**src/rtl/sec_ded32.sv**
```systemverilog
module sec_ded32 (
  input  logic        clk,
  input  logic        rst_n,
  input  logic [2:0]  mode,
  input  logic [31:0] data_in,
  input  logic [6:0]  check_in,
  input  logic        data_le,
  input  logic        check_le,
  input  logic        diag_le,
  input  logic        out_le,
  output logic [6:0]  check_out,
  output logic [31:0] data_out,
  output logic        single_err,
  output logic        multi_err
);

  localparam int DW = 32;
  localparam int CW = 7;

  function automatic logic [CW-1:0] hcol(input int idx);
    int n;
    logic [CW-1:0] r;
    n = 0;
    r = '0;
    for (int v = 0; v < (1 << CW); v++) begin
      if ($countones(CW'(v)) == 3) begin
        if (n == idx) r = CW'(v);
        n++;
      end
    end
    return r;
  endfunction

  logic [DW-1:0] dq;
  logic [CW-1:0] cq, diq, gen, syn;
  logic [DW-1:0] rowm [CW];
  logic [DW-1:0] hit;

  for (genvar i = 0; i < DW; i++) begin : g_col
    localparam logic [CW-1:0] COL = hcol(i);
    for (genvar j = 0; j < CW; j++) begin : g_row
      assign rowm[j][i] = COL[j];
    end
    assign hit[i] = (syn == COL);
  end

  for (genvar j = 0; j < CW; j++) begin : g_chk
    if (j < 2) begin : g_odd
      assign gen[j] = ~^(dq & rowm[j]);
    end else begin : g_even
      assign gen[j] = ^(dq & rowm[j]);
    end
  end

  logic use_diag, decode_on, fix_on, wt1, data_hit;

  assign use_diag  = (mode == 3'd5) || (mode == 3'd6);
  assign decode_on = (mode >= 3'd3) && (mode <= 3'd6);
  assign fix_on    = (mode == 3'd4) || (mode == 3'd6);

  assign syn      = gen ^ (use_diag ? diq : cq);
  assign wt1      = (syn != '0) && ((syn & (syn - 1'b1)) == '0);
  assign data_hit = |hit;

  assign single_err = decode_on && (wt1 || data_hit);
  assign multi_err  = decode_on && (syn != '0) && !wt1 && !data_hit;

  always_comb begin
    case (mode)
      3'd0:                      check_out = gen;
      3'd2:                      check_out = diq;
      3'd3, 3'd4, 3'd5, 3'd6:    check_out = syn;
      default:                   check_out = cq;
    endcase
  end

  always_ff @(posedge clk or negedge rst_n) begin
    if (!rst_n) begin
      dq       <= '0;
      cq       <= '0;
      diq      <= '0;
      data_out <= '0;
    end else begin
      if (data_le)  dq  <= data_in;
      if (check_le) cq  <= check_in;
      if (diag_le)  diq <= data_in[CW-1:0];
      if (out_le)   data_out <= (fix_on && data_hit) ? (dq ^ hit) : dq;
    end
  end

endmodule


```
**config.mk**
```make
export PLATFORM = sky130hd
export DESIGN_NAME = sec_ded32
export DESIGN_NICKNAME = d
export VERILOG_FILES = /design/src/rtl/sec_ded32.sv
export SDC_FILE = /design/constraint.sdc
export NUM_CORES = 1
export LEC_CHECK = 0
export ABC_CLOCK_PERIOD_IN_PS = 4600
export BUFFER_PORTS_ARGS = -buffer_cell sky130_fd_sc_hd__buf_2
export CAP_MARGIN = 40
export CELL_PAD_IN_SITES_DETAIL_PLACEMENT = 1
export CELL_PAD_IN_SITES_GLOBAL_PLACEMENT = 1
export CORE_AREA = 5 5 123 172
export CTS_CLUSTER_DIAMETER = 150
export DETAILED_ROUTE_END_ITERATION = 16
export DIE_AREA = 0 0 128 177
export PLACE_DENSITY = 0.58
export SLEW_MARGIN = 20
export SYNTH_ARGS = -nofsm -noshare
export SYNTH_HDL_FRONTEND = slang
export SYNTH_SLANG_ARGS = --single-unit
```
**constraint.sdc**
```tcl
create_clock -name clk -period 4.6 [get_ports clk]
set_clock_uncertainty 0.1 [all_clocks]
set_input_delay 0.92 -clock clk [delete_from_list [all_inputs] [get_ports clk]]
set_output_delay 0.92 -clock clk [all_outputs]
set_load 0.03 [all_outputs]
```
# Word-level counts from Yosys, hierarchy flattened
# Cells that the tools add are included.
# totals
regBits	78
inputBits	48
output_inout_bits	41
word_cells	74
# op_classes
n_addsub	1
order_cmp	2
n_eq_ne	37
n_mux	3
bitwise	3
reduce_logical	24
# ops
op	count
XOR reduction 32 bit	5
equality test 7 bit (second input constant)	12
equality test 7 x 6 -> 1 bit (second input constant)	10
XNOR reduction 32 bit	2
equality test 7 x 5 -> 1 bit (second input constant)	6
2-to-1 mux 32 bit	1
OR reduction 32 bit	1
bitwise XOR 32 bit	1
equality test 7 x 4 -> 1 bit (second input constant)	3
case mux 7 bit (3 select lines)	1
equality test 3 bit (second input constant)	3
AND 7 bit	1
equality test 7 x 3 -> 1 bit (second input constant)	1
logical AND 1 bit	7
zero test 7 bit	1
2-to-1 mux 7 bit	1
nonzero test 7 bit	1
subtractor 7 x 1 -> 7 bit (second input constant)	1
bitwise XOR 7 bit	1
equality test 3 x 2 -> 1 bit (second input constant)	2
OR reduction 4 bit	1
>= comparator 3 x 2 -> 1 bit (second input constant)	1
<= comparator 3 bit (second input constant)	1
zero test 3 bit	1
other kinds (2)	5

# Longest topological paths before layout
# Gate-level depths: netlist of run 1.
# logic_depth
depth_word	11
ltp_mapped	14

# Worst setup path after synthesis of run 1
# No wires, ideal clock.
# synth_path
path_type	input port to output port
startpoint	in mode[0]
endpoint	out single_err
arrival_time_ns	3.656
required_time_ns	3.580
setup_slack_ns	-0.076
stages	12
path_cell_list	buf_2 nor2b_1 buf_2 o21ai_2 mux2i_1 xor2_1 nand2_2 o31ai_1 nand4_1 o2111ai_1 nor4_2 nor2_1
# synth_between
elab_chain_len	10
elab_cells_between_ends	48
# synth_rtl
element	line_no	rtl
start: declaration	4	input logic [2:0] mode,
equality test 3 bit	57	assign use_diag = (mode == 3'd5) || (mode == 3'd6);
logical OR 1 bit	57	
2-to-1 mux 7 bit	61	assign syn = gen ^ (use_diag ? diq : cq);
bitwise XOR 7 bit	61	
subtractor 7 x 1 -> 7 bit	62	assign wt1 = (syn != '0) && ((syn & (syn - 1'b1)) == '0);
AND 7 bit	62	
zero test 7 bit	62	
logical AND 1 bit	62	
logical OR 1 bit	65	assign single_err = decode_on && (wt1 || data_hit);
logical AND 1 bit (*)	65	
end: declaration	13	output logic single_err,
# Every way passes the cells marked *; elsewhere a longest branch is shown, timed or not.

# Final worst setup path of run 1
# layout_path
startpoint	reg dq[11]
endpoint	out single_err
# layout_between
elab_chain_len	8
elab_cells_between_ends	44
# layout_rtl
element	line_no	rtl
start: declaration	34	logic [DW-1:0] dq;
start signal: assignment	84	if (data_le) dq <= data_in;
XNOR reduction 32 bit / XOR reduction 32 bit (equally long branches)	49, 51	
bitwise XOR 7 bit (*)	61	
subtractor 7 x 1 -> 7 bit	62	
AND 7 bit	62	
zero test 7 bit	62	
logical AND 1 bit	62	
logical OR 1 bit (*)	65	
logical AND 1 bit (*)	65	
# Marked as above.

==> run summary, run 1 <==
Syn Area/Cell - 9.85 um^2
Non-filler instance count after layout - 937
Total global routing overflow - 0
Via count - 4597
CP max FO - 5
Clock sinks - 78
Worst path cell trace - xnor3_1, xnor2_1, xnor3_2, xnor2_4, buf_4, nand2_2, xnor2_1, or3_1, a21oi_1, nor4_2, buf_4, nor2_2, buf_6
CP Class - reg2out
Slowest cell delay on critical path - 0.56 ns
Unique masters post-synth - 53
Final cycle utilization of the critical path - 1.00
H-tree depth - 3
Clock Latency Late Sink - 0.35 ns
Starting Density - 0.274
Core area - 19500 um^2
Pwr dens - 836 nW/um^2
DIE AREA - 22700 um^2
Slew Viols, Final - 0
Sequential element share of the synthesized area - 0.365
Crit-path leading delay family - XOR/XNOR gates
Die Ht - 177 um
RSZ-0062 raised after global routing - yes
Routed len/inst - 19.3 um
Ys async rst share - 1.00
Post-route ant nets - 0
Port Buffers - 88
Largest net degree at the start of global routing - 49
Min Tclk post-route - 4.61 ns
Seq. cell area - 1960 um^2
Yosys warns - 0
Final nets - 728
#FFs+latches synth - 78
Setup-failing EPs final - 1
Relative slew slack - 0.472
Fmax - 0.217 GHz
Buffers & Inverters on Critical Path - 3
DRC viols - 0
Worst hold path class - in2async
Post-route cell area - 7030 um^2
GPL Wtd Cong - 0.903
Hold WS - 0.410 ns
Clk root buf - clkbuf_16
Max-cap check violation count - 0
Reg2Reg Capture Point - data_out[15]$_DFFE_PN0P_
Die Wd - 128 um
Outcome - complete, but fails checks
CP startpoint kind - register
Dpl ws - -0.0554 ns
TritonRoute pass-1 iters - 4
Final HPWL DP - 13.9 mm
Inserted Clock Buffers - 9
Hold Vio Cnt, Final - 0
Post-Route WL - 18.1 mm
EDFF count, synth - 0
Multi-input logic area - 3440 um^2
Worst setup EP type - output port
Syn_nets - 591
Final WS setup - -0.0101 ns
Failing checks - negative setup slack
Worst r2r src - dq[28]$_DFFE_PN0P_
Area grow syn2layout - 31.5%
Worst Path Required - 3.58 ns
CTS tree - yes
Initial antenna violation count - 0
Max IR drop VDD - 324 uV
FF-to-FF setup slack - 1.24 ns
Most frequent cells in the layout - buf_2 (85), nor2_1 (74), dfrtp_1 (70)
Vias in the first global route - 4946
I/O pins - 89
P_leak - 2.96 nW
Filler cell count - 2279
Synth Cell Area - 5350 um^2
Gr usage total - 0.161
Max Buffers Root-to-Sink - 2
CP max-delay cell - xnor3_2
Gate Count Post-Synth - 543
CTS Hold Bufs - 0
ANT cells - 0
Share of layout cells above drive strength 1 - 0.393
Worst-path clk slew - 0.07 ns
Leading cell type in the layout, fill and taps excluded - buf_2
DP Area - 6320 um^2
Placed insts - 892
CP arrival - 3.59 ns
Worst reg2reg path depth - 10
Vias/cell - 4.91
Worst slew pin tran - 0.792 ns
# rows - 61
Detailed Route Iter0 Violations - 163
Top_reg_cell synth - dfrtp_1
First-pass GRT wire length - 28.1 mm
==> synthesized netlist by cell type (7+ instances only) <==
library cell   n  area, um^2
dfrtp_1       78        1950
nand2_1       32         120
xnor3_1       13         293
mux2i_1       12         120
clkbuf_1      18        67.6
a21oi_1       53         265
o21ai_0       12        60.1
o22ai_1       10        62.6
xor2_1        11        96.3
mux2_2        46         518
nor2_1        75         282
nor3_1        21         105
nor3b_1        7        52.6
a211oi_1       8        60.1
xnor2_1       63         552
==> sequential cells by signal, summed over array words and instances (netlist names) <==
signal and cells:
diq 7, dq 32, data_out 32, cq 7
==> cells by family after synthesis <==
group / Yosys count / share of synthesized area
and+or+nand+nor: 164 / 0.140
adders and majority gates: 1 / 0.00187
buffers and inverters: 34 / 0.0281
muxes: 58 / 0.119
xor gates and xnor gates: 99 / 0.221
DFF: 78 / 0.365
AOI/OAI and AO/OA: 109 / 0.124
==> how the worst max path moves through the flow <==
stage	endpoint	cells after the start	from
2_1_floorplan	multi_err	11	mode[0]
3_3_place_gp	single_err	14	mode[0]
3_5_place_dp	single_err	14	mode[0]
4_1_cts	single_err	12	dq[4]$_DFFE_PN0P_
5_1_grt	single_err	11	dq[2]$_DFFE_PN0P_
6_report	single_err	13	dq[11]$_DFFE_PN0P_
==> timing repair <==
action | 4_1_cts | 5_1_grt
pin swaps | 21 | 0
gates cloned | 1 | 0
endpoints found under the setup margin | 2 | 2
gates resized for setup | 38 | 1
buffers inserted | 28 | 0
endpoints found under the hold margin | 0 | 0
==> stage by stage <==
step | util | setup TNS [ns] | total power (W)
floorplan | - | -0.0194 | 0.00324
global placement | 0.321 | -0.0438 | 0.00448
detailed placement | 0.324 | -0.0877 | 0.00449
CTS | 0.360 | 0 | 0.00586
global route | 0.360 | -0.335 | 0.00623
finish | 0.360 | -0.0101 | 0.00588
==> area by class of cell <==
type,count,share of cell area
timing repair buffer,158,0.146
clock inverter,7,0.00907
multi-input combinational,432,0.489
tap,252,0.0448
clock buffer,9,0.0320
inverter,1,0.000534
sequential,78,0.279
==> power by group <==
group	leakage [nW]	internal, W	total (W)	switching (W)
Combinational	1.94	0.00197	0.00431	0.00234
Clock	0.136	0.000378	0.000712	0.000333
Sequential	0.887	0.000769	0.000858	0.0000892
==> layer usage <==
metal  track usage  part of all wire  wire (um)  vias up
met4        0.0721             0.037        672        0
li1              -                 -          -     2184
met5             0                 0          0        -
met3        0.0236             0.031        557       31
met2         0.300              0.54       9760       92
met1         0.179              0.39       7090     2290
No activity file was read; power rests on OpenSTA's default activity.
==> run 2, diff against run 1 <==
Settings changed: RECOVER_POWER from default to 25.
==> run 2 against run 1 <==
Net effect:
- the run ends with max-capacitance violations, max-slew violations, negative setup slack left
- hold slack better by 0.0059 ns
- maximum frequency about the same
- sequential share of layout area rose by 0.10 points
- first-iteration DRC count shrank 0.61%
- clock power barely moved
- global-route usage unchanged
- critical endpoint unchanged
==> run summary, run 2 (synthesis results as in run 1) <==
Vias/cell - 4.90 (-0.13%)
Core area - 19500 um^2 (unchanged)
# rows - 61 (unchanged)
Relative slew slack - -0.171 (-0.642)
Max-cap check violation count - 1 (+1)
Failing checks - max-capacitance violations, max-slew violations, negative setup slack
Detailed Route Iter0 Violations - 162 (-0.61%)
DRC viols - 0 (unchanged)
Final HPWL DP - 13.9 mm (unchanged)
GPL Wtd Cong - 0.903 (unchanged)
Reg2Reg Capture Point - data_out[15]$_DFFE_PN0P_
Final cycle utilization of the critical path - 1.00 (about the same)
Placed insts - 892 (unchanged)
Min-delay src - data_out[9]$_DFFE_PN0P_
CP max FO - 5 (unchanged)
First-pass GRT wire length - 28.1 mm (unchanged)
Clock sinks - 78 (unchanged)
CP Class - reg2out
Total global routing overflow - 0 (unchanged)
Top flop regs - data_out x32, dq x32
CTS tree - yes
Vias in the first global route - 4946 (unchanged)
Die Ht - 177 um (unchanged)
Slew Viols, Final - 33 (+33)
Fmax - 0.217 GHz (about the same)
Non-filler instance count after layout - 937 (unchanged)
Max Buffers Root-to-Sink - 2 (unchanged)
Worst reg2reg path depth - 10 (unchanged)
Largest net degree at the start of global routing - 49 (unchanged)
Gr usage total - 0.161 (unchanged)
Routed len/inst - 19.3 um (about the same)
Final WS setup - -0.0104 ns (-0.000235 ns)
Leading cell type in the layout, fill and taps excluded - buf_2
Hold Path Stages - 2
Clk root buf - clkbuf_16
Filler cell count - 2283 (+0.18%)
Worst-path clk slew - 0.07 ns (about the same)
Inserted Clock Buffers - 9 (unchanged)
Worst r2r src - dq[28]$_DFFE_PN0P_
Die Wd - 128 um (unchanged)
Pwr dens - 839 nW/um^2 (+0.31%)
Clock Latency Late Sink - 0.35 ns (about the same)
WHS Endpoint - data_out[9]$_DFFE_PN0P_
Post-Route WL - 18.1 mm (about the same)
CP arrival - 3.59 ns (about the same)
Initial antenna violation count - 0 (unchanged)
Min Tclk post-route - 4.61 ns (+0.000235 ns)
Share of layout cells above drive strength 1 - 0.391 (-0.00146)
Worst hold path class - reg2reg
Via count - 4591 (-0.13%)
Worst slew pin tran - 1.76 ns (+0.964 ns)
P_leak - 2.95 nW (-0.41%)
Worst Path Required - 3.58 ns (about the same)
Port Buffers - 88 (unchanged)
Post-route ant nets - 0 (unchanged)
Most frequent cells in the layout - buf_2 (85), nor2_1 (74), dfrtp_1 (70)
FF-to-FF setup slack - 1.24 ns (about the same)
Hold Vio Cnt, Final - 0 (unchanged)
Starting Density - 0.274 (unchanged)
RSZ-0062 raised after global routing - yes
Final Power - 0.00588 W (about the same)
CTS Hold Bufs - 0 (unchanged)
Max IR drop VDD - 324 uV (about the same)
ANT cells - 0 (unchanged)
CP startpoint kind - register
Worst setup EP type - output port
I/O pins - 89 (unchanged)
DIE AREA - 22700 um^2 (unchanged)
Final nets - 728 (unchanged)
Dpl ws - -0.0554 ns (unchanged)
Setup-failing EPs final - 1 (unchanged)
H-tree depth - 3 (unchanged)
TritonRoute pass-1 iters - 4 (unchanged)
Outcome - complete, but fails checks
Area grow syn2layout - 31.0%
Worst setup startpoint - dq[11]$_DFFE_PN0P_
## run 2: changes by cell type in the layout (fill, tap and decap cells not counted)
cell	delta
clkbuf_1	+1
buf_4	-1
clkbuf_2	+1
buf_16	-1
## run 2: metal layers
metal  vias up  routed length [um]  track usage
li1       2184                   -            -
met1      2284                7060        0.179
met2        92                9780        0.300
met3        31                 557       0.0236
met4         0                 672       0.0721
met5         -                   0            0
## run 2: what timing repair did
item,CTS,global route
gates cloned,1,0
resized for setup,38,1
pin swaps,21,0
setup buffers,28,0
setup endpoints to repair,2,2
## run 2: worst max-delay path by stage
stage	endpoint	slack, ns	cells past startpoint
after floorplan	multi_err	-0.02	11
after global placement	single_err	-0.03	14
after detailed placement	single_err	-0.06	14
after CTS	single_err	0.0008	12
after global routing	single_err	-0.18	11
final	single_err	-0.01	13
## run 2: stage by stage
stage | area, um^2 | utilization | setup TNS [ns] | hold slack [ns]
floorplan | 5350 | - | -0.0194 | 0.426
global placement | 6270 | 0.321 | -0.0438 | 0.401
detailed placement | 6320 | 0.324 | -0.0877 | 0.407
CTS | 7020 | 0.360 | 0 | 0.414
global route | 7010 | 0.359 | -0.335 | 0.443
finish | 7010 | 0.359 | -0.0104 | 0.416
## run 2: area by class of cell
class | count | area [um^2] | share of cell area
Clock buffer | 9 | 225 | 0.0321
Clock inverter | 7 | 63.8 | 0.00911
Inverter | 1 | 3.75 | 0.000536
Multi-Input combinational cell | 432 | 3440 | 0.490
Sequential cell | 78 | 1960 | 0.280
Tap cell | 252 | 315 | 0.0450
Timing Repair Buffer | 158 | 1000 | 0.143
## run 2: critical path, stage by stage, from the launching register on
cell	delay (ns)
dfrtp_2	0.42
xnor3_1	0.46
xnor2_1	0.17
xnor3_2	0.56
xnor2_4	0.31
buf_4	0.17
nand2_2	0.07
xnor2_1	0.14
or3_1	0.30
a21oi_1	0.17
nor4_2	0.07
buf_4	0.14
nor2_2	0.10
buf_6	0.14
## run 2: report_power, final
group / leakage (nW) / internal [W] / total, W / switching [W]
logic: 1.93 / 0.00197 / 0.00431 / 0.00233
clock network: 0.136 / 0.000378 / 0.000711 / 0.000333
registers: 0.887 / 0.000769 / 0.000858 / 0.0000889
==> run 3, diff against run 2 <==
Settings changed: BUFFER_PORTS_ARGS -buffer_cell sky130_fd_sc_hd__buf_2 to default, CORE_AREA 5 5 123 172 to 2 2 120 169, DIE_AREA 0 0 128 177 to 0 0 122 171, DONT_BUFFER_PORTS from default to 1, PLACE_DENSITY 0.58 to 0.53.
==> run 3 against run 2 <==
Net effect:
- the run now ends clean
- sequential share of layout area up 2.4 points
- wire length down 4.6%
- maximum frequency up 0.86%
- combinational power down 3%
- critical path type unchanged
- largest cell class unchanged
==> run summary, run 3 (synthesis results as in run 1) <==
Final nets - 622 (-15%)
Worst reg2reg path depth - 12 (+2)
Worst slew pin tran - 0.706 ns (-1.05 ns)
H-tree depth - 3 (unchanged)
Hold Vio Cnt, Final - 0 (unchanged)
CP max FO - 6 (+1)
Outcome - completed
CP arrival - 3.55 ns (-0.04 ns)
FF-to-FF setup slack - 1.28 ns (+0.04 ns)
Die Wd - 122 um (-4.7%)
Worst r2r src - dq[0]$_DFFE_PN0P_
Final HPWL DP - 12.9 mm (-7.0%)
Worst setup EP type - output port
Die Ht - 171 um (-3.4%)
Max Buffers Root-to-Sink - 2 (unchanged)
Buffers & Inverters on Critical Path - 2 (-1)
TritonRoute pass-1 iters - 4 (unchanged)
CP max-delay cell - xnor3_2
Top flop regs - data_out x32, dq x32
DRC viols - 0 (unchanged)
Inserted Clock Buffers - 9 (unchanged)
Max-cap check violation count - 0 (-1)
Slowest cell delay on critical path - 0.62 ns (+0.06 ns)
Filler cell count - 2202 (-3.5%)
Final cycle utilization of the critical path - 0.994 (-0.00857)
Post-Route WL - 17.2 mm (-4.6%)
Detailed Route Iter0 Violations - 170 (+4.9%)
Slew Viols, Final - 0 (-100%)
Reg2Reg Capture Point - data_out[14]$_DFFE_PN0P_
Initial antenna violation count - 0 (unchanged)
Port Buffers - 0 (-100%)
Crit-path leading delay family - XOR/XNOR gates
I/O pins - 89 (unchanged)
Via count - 4218 (-8.1%)
Starting Density - 0.275 (+0.00107)
CTS tree - yes
Worst-path clk slew - 0.06 ns (about the same)
# rows - 61 (unchanged)
CP Class - reg2out
ANT cells - 0 (unchanged)
DIE AREA - 20900 um^2 (-7.9%)
Gr usage total - 0.167 (+0.00606)
Cell repeated most along the worst path - buf_12
Post-route ant nets - 0 (unchanged)
Vias/cell - 5.08 (+3.7%)
Share of layout cells above drive strength 1 - 0.275 (-0.116)
P_leak - 2.55 nW (-13%)
Placed insts - 792 (-11%)
Vias in the first global route - 4432 (-10%)
Final WS setup - 0.0291 ns (+0.0394 ns)
Worst Path Required - 3.58 ns (about the same)
Worst path cell trace - xor2_1, xnor2_1, xnor3_2, xnor2_4, buf_12, nor3_2, o311ai_2, o2111ai_2, nor4_4, and2_4, buf_12
Final core utilization - 0.332 (-0.0270)
Relative slew slack - 0.516 (+0.687)
Non-filler instance count after layout - 830 (-11%)
Total global routing overflow - 0 (unchanged)
Post-Route Setup TNS - 0 ns (+0.0104 ns)
Worst hold path class - in2async
Setup-failing EPs final - 0 (-1)
Fmax - 0.219 GHz (+0.86%)
GPL Wtd Cong - 0.881 (-2.4%)
Area grow syn2layout - 20.7%
Final Power - 0.00585 W (-0.38%)
Pwr dens - 907 nW/um^2 (+8.2%)
Clk root buf - clkbuf_16
CP startpoint kind - register
RSZ-0062 raised after global routing - yes
Most frequent cells in the layout - nor2_1 (73), dfrtp_1 (72), xnor2_1 (59)
Dpl ws - 0.0995 ns (+0.155 ns)
Leading cell type in the layout, fill and taps excluded - nor2_1
Largest net degree at the start of global routing - 79 (+61%)
First-pass GRT wire length - 26.0 mm (-7.5%)
Clock Latency Late Sink - 0.35 ns (about the same)
Clock sinks - 78 (unchanged)
Max IR drop VDD - 352 uV (+8.9%)
Routed len/inst - 20.8 um (+7.7%)
Min Tclk post-route - 4.57 ns (-0.0394 ns)
Core area - 19500 um^2 (-0.39%)
## run 3: cell count changes in the layout (fill, tap and decap cells not counted), sizes merged
cell	delta
inv	-4
clkinv	+2
clkinvlp	-1
bufinv	+1
clkbuf	-1
buf	-104
## run 3: worst reg2reg max path, cell delays in order, from the launching register on
cell and delay (ns):
dfrtp_1 0.39, buf_6 0.12, xnor3_1 0.36, xnor2_1 0.19, xor3_4 0.59, xnor2_4 0.31
nand2b_4 0.11, buf_6 0.14, buf_4 0.14, or2_1 0.25, nor2_1 0.27, xnor2_1 0.16
a21oi_1 0.08
## run 3: layer usage
layer / share of wire / track usage / wire (um)
met5: 0 / 0 / 0
met4: 0.027 / 0.0630 / 464
met3: 0.056 / 0.0407 / 963
met2: 0.51 / 0.296 / 8830
met1: 0.40 / 0.193 / 6970
## run 3: timing repair
item / 4_1_cts / 5_1_grt
endpoints found under the setup margin: 2 / 2
pin swaps: 10 / 12
buffers inserted: 9 / 13
gates cloned: 0 / 1
resized for setup: 17 / 20
hold buffers: 0 / 0
## run 3: power breakdown
| group | internal [W] | leakage, nW | switching [W] |
|---|---|---|---|
| registers | 0.000768 | 0.889 | 0.000186 |
| logic | 0.00193 | 1.52 | 0.00225 |
| clock network | 0.000433 | 0.145 | 0.000292 |
## run 3: final cells by class
type / instances / area [um^2] / share of cell area
Multi-Input combinational cell: 432 / 3420 / 0.531
Sequential cell: 78 / 1960 / 0.304
Timing Repair Buffer: 52 / 450 / 0.0698
Tap cell: 252 / 315 / 0.0489
Clock buffer: 10 / 239 / 0.0370
Clock inverter: 5 / 60.1 / 0.00931
Inverter: 1 / 3.75 / 0.000582
## run 3: worst max-delay path by stage
stage | cells past startpoint | startpoint | slack (ns) | end
2_1_floorplan | 11 | mode[0] | -0.02 | multi_err
3_3_place_gp | 11 | dq[15]$_DFFE_PN0P_ | 0.16 | multi_err
3_5_place_dp | 11 | dq[15]$_DFFE_PN0P_ | 0.1 | multi_err
4_1_cts | 13 | dq[3]$_DFFE_PN0P_ | 0.001 | multi_err
5_1_grt | 12 | dq[0]$_DFFE_PN0P_ | -0.10 | multi_err
6_report | 11 | dq[8]$_DFFE_PN0P_ | 0.03 | multi_err
## run 3: per-stage QoR
stage | hold slack (ns) | cell area, um^2
finish | 0.171 | 6450
global route | 0.151 | 6450
CTS | 0.153 | 6230
detailed placement | 0.495 | 5770
global placement | 0.475 | 5770
floorplan | 0.426 | 5350
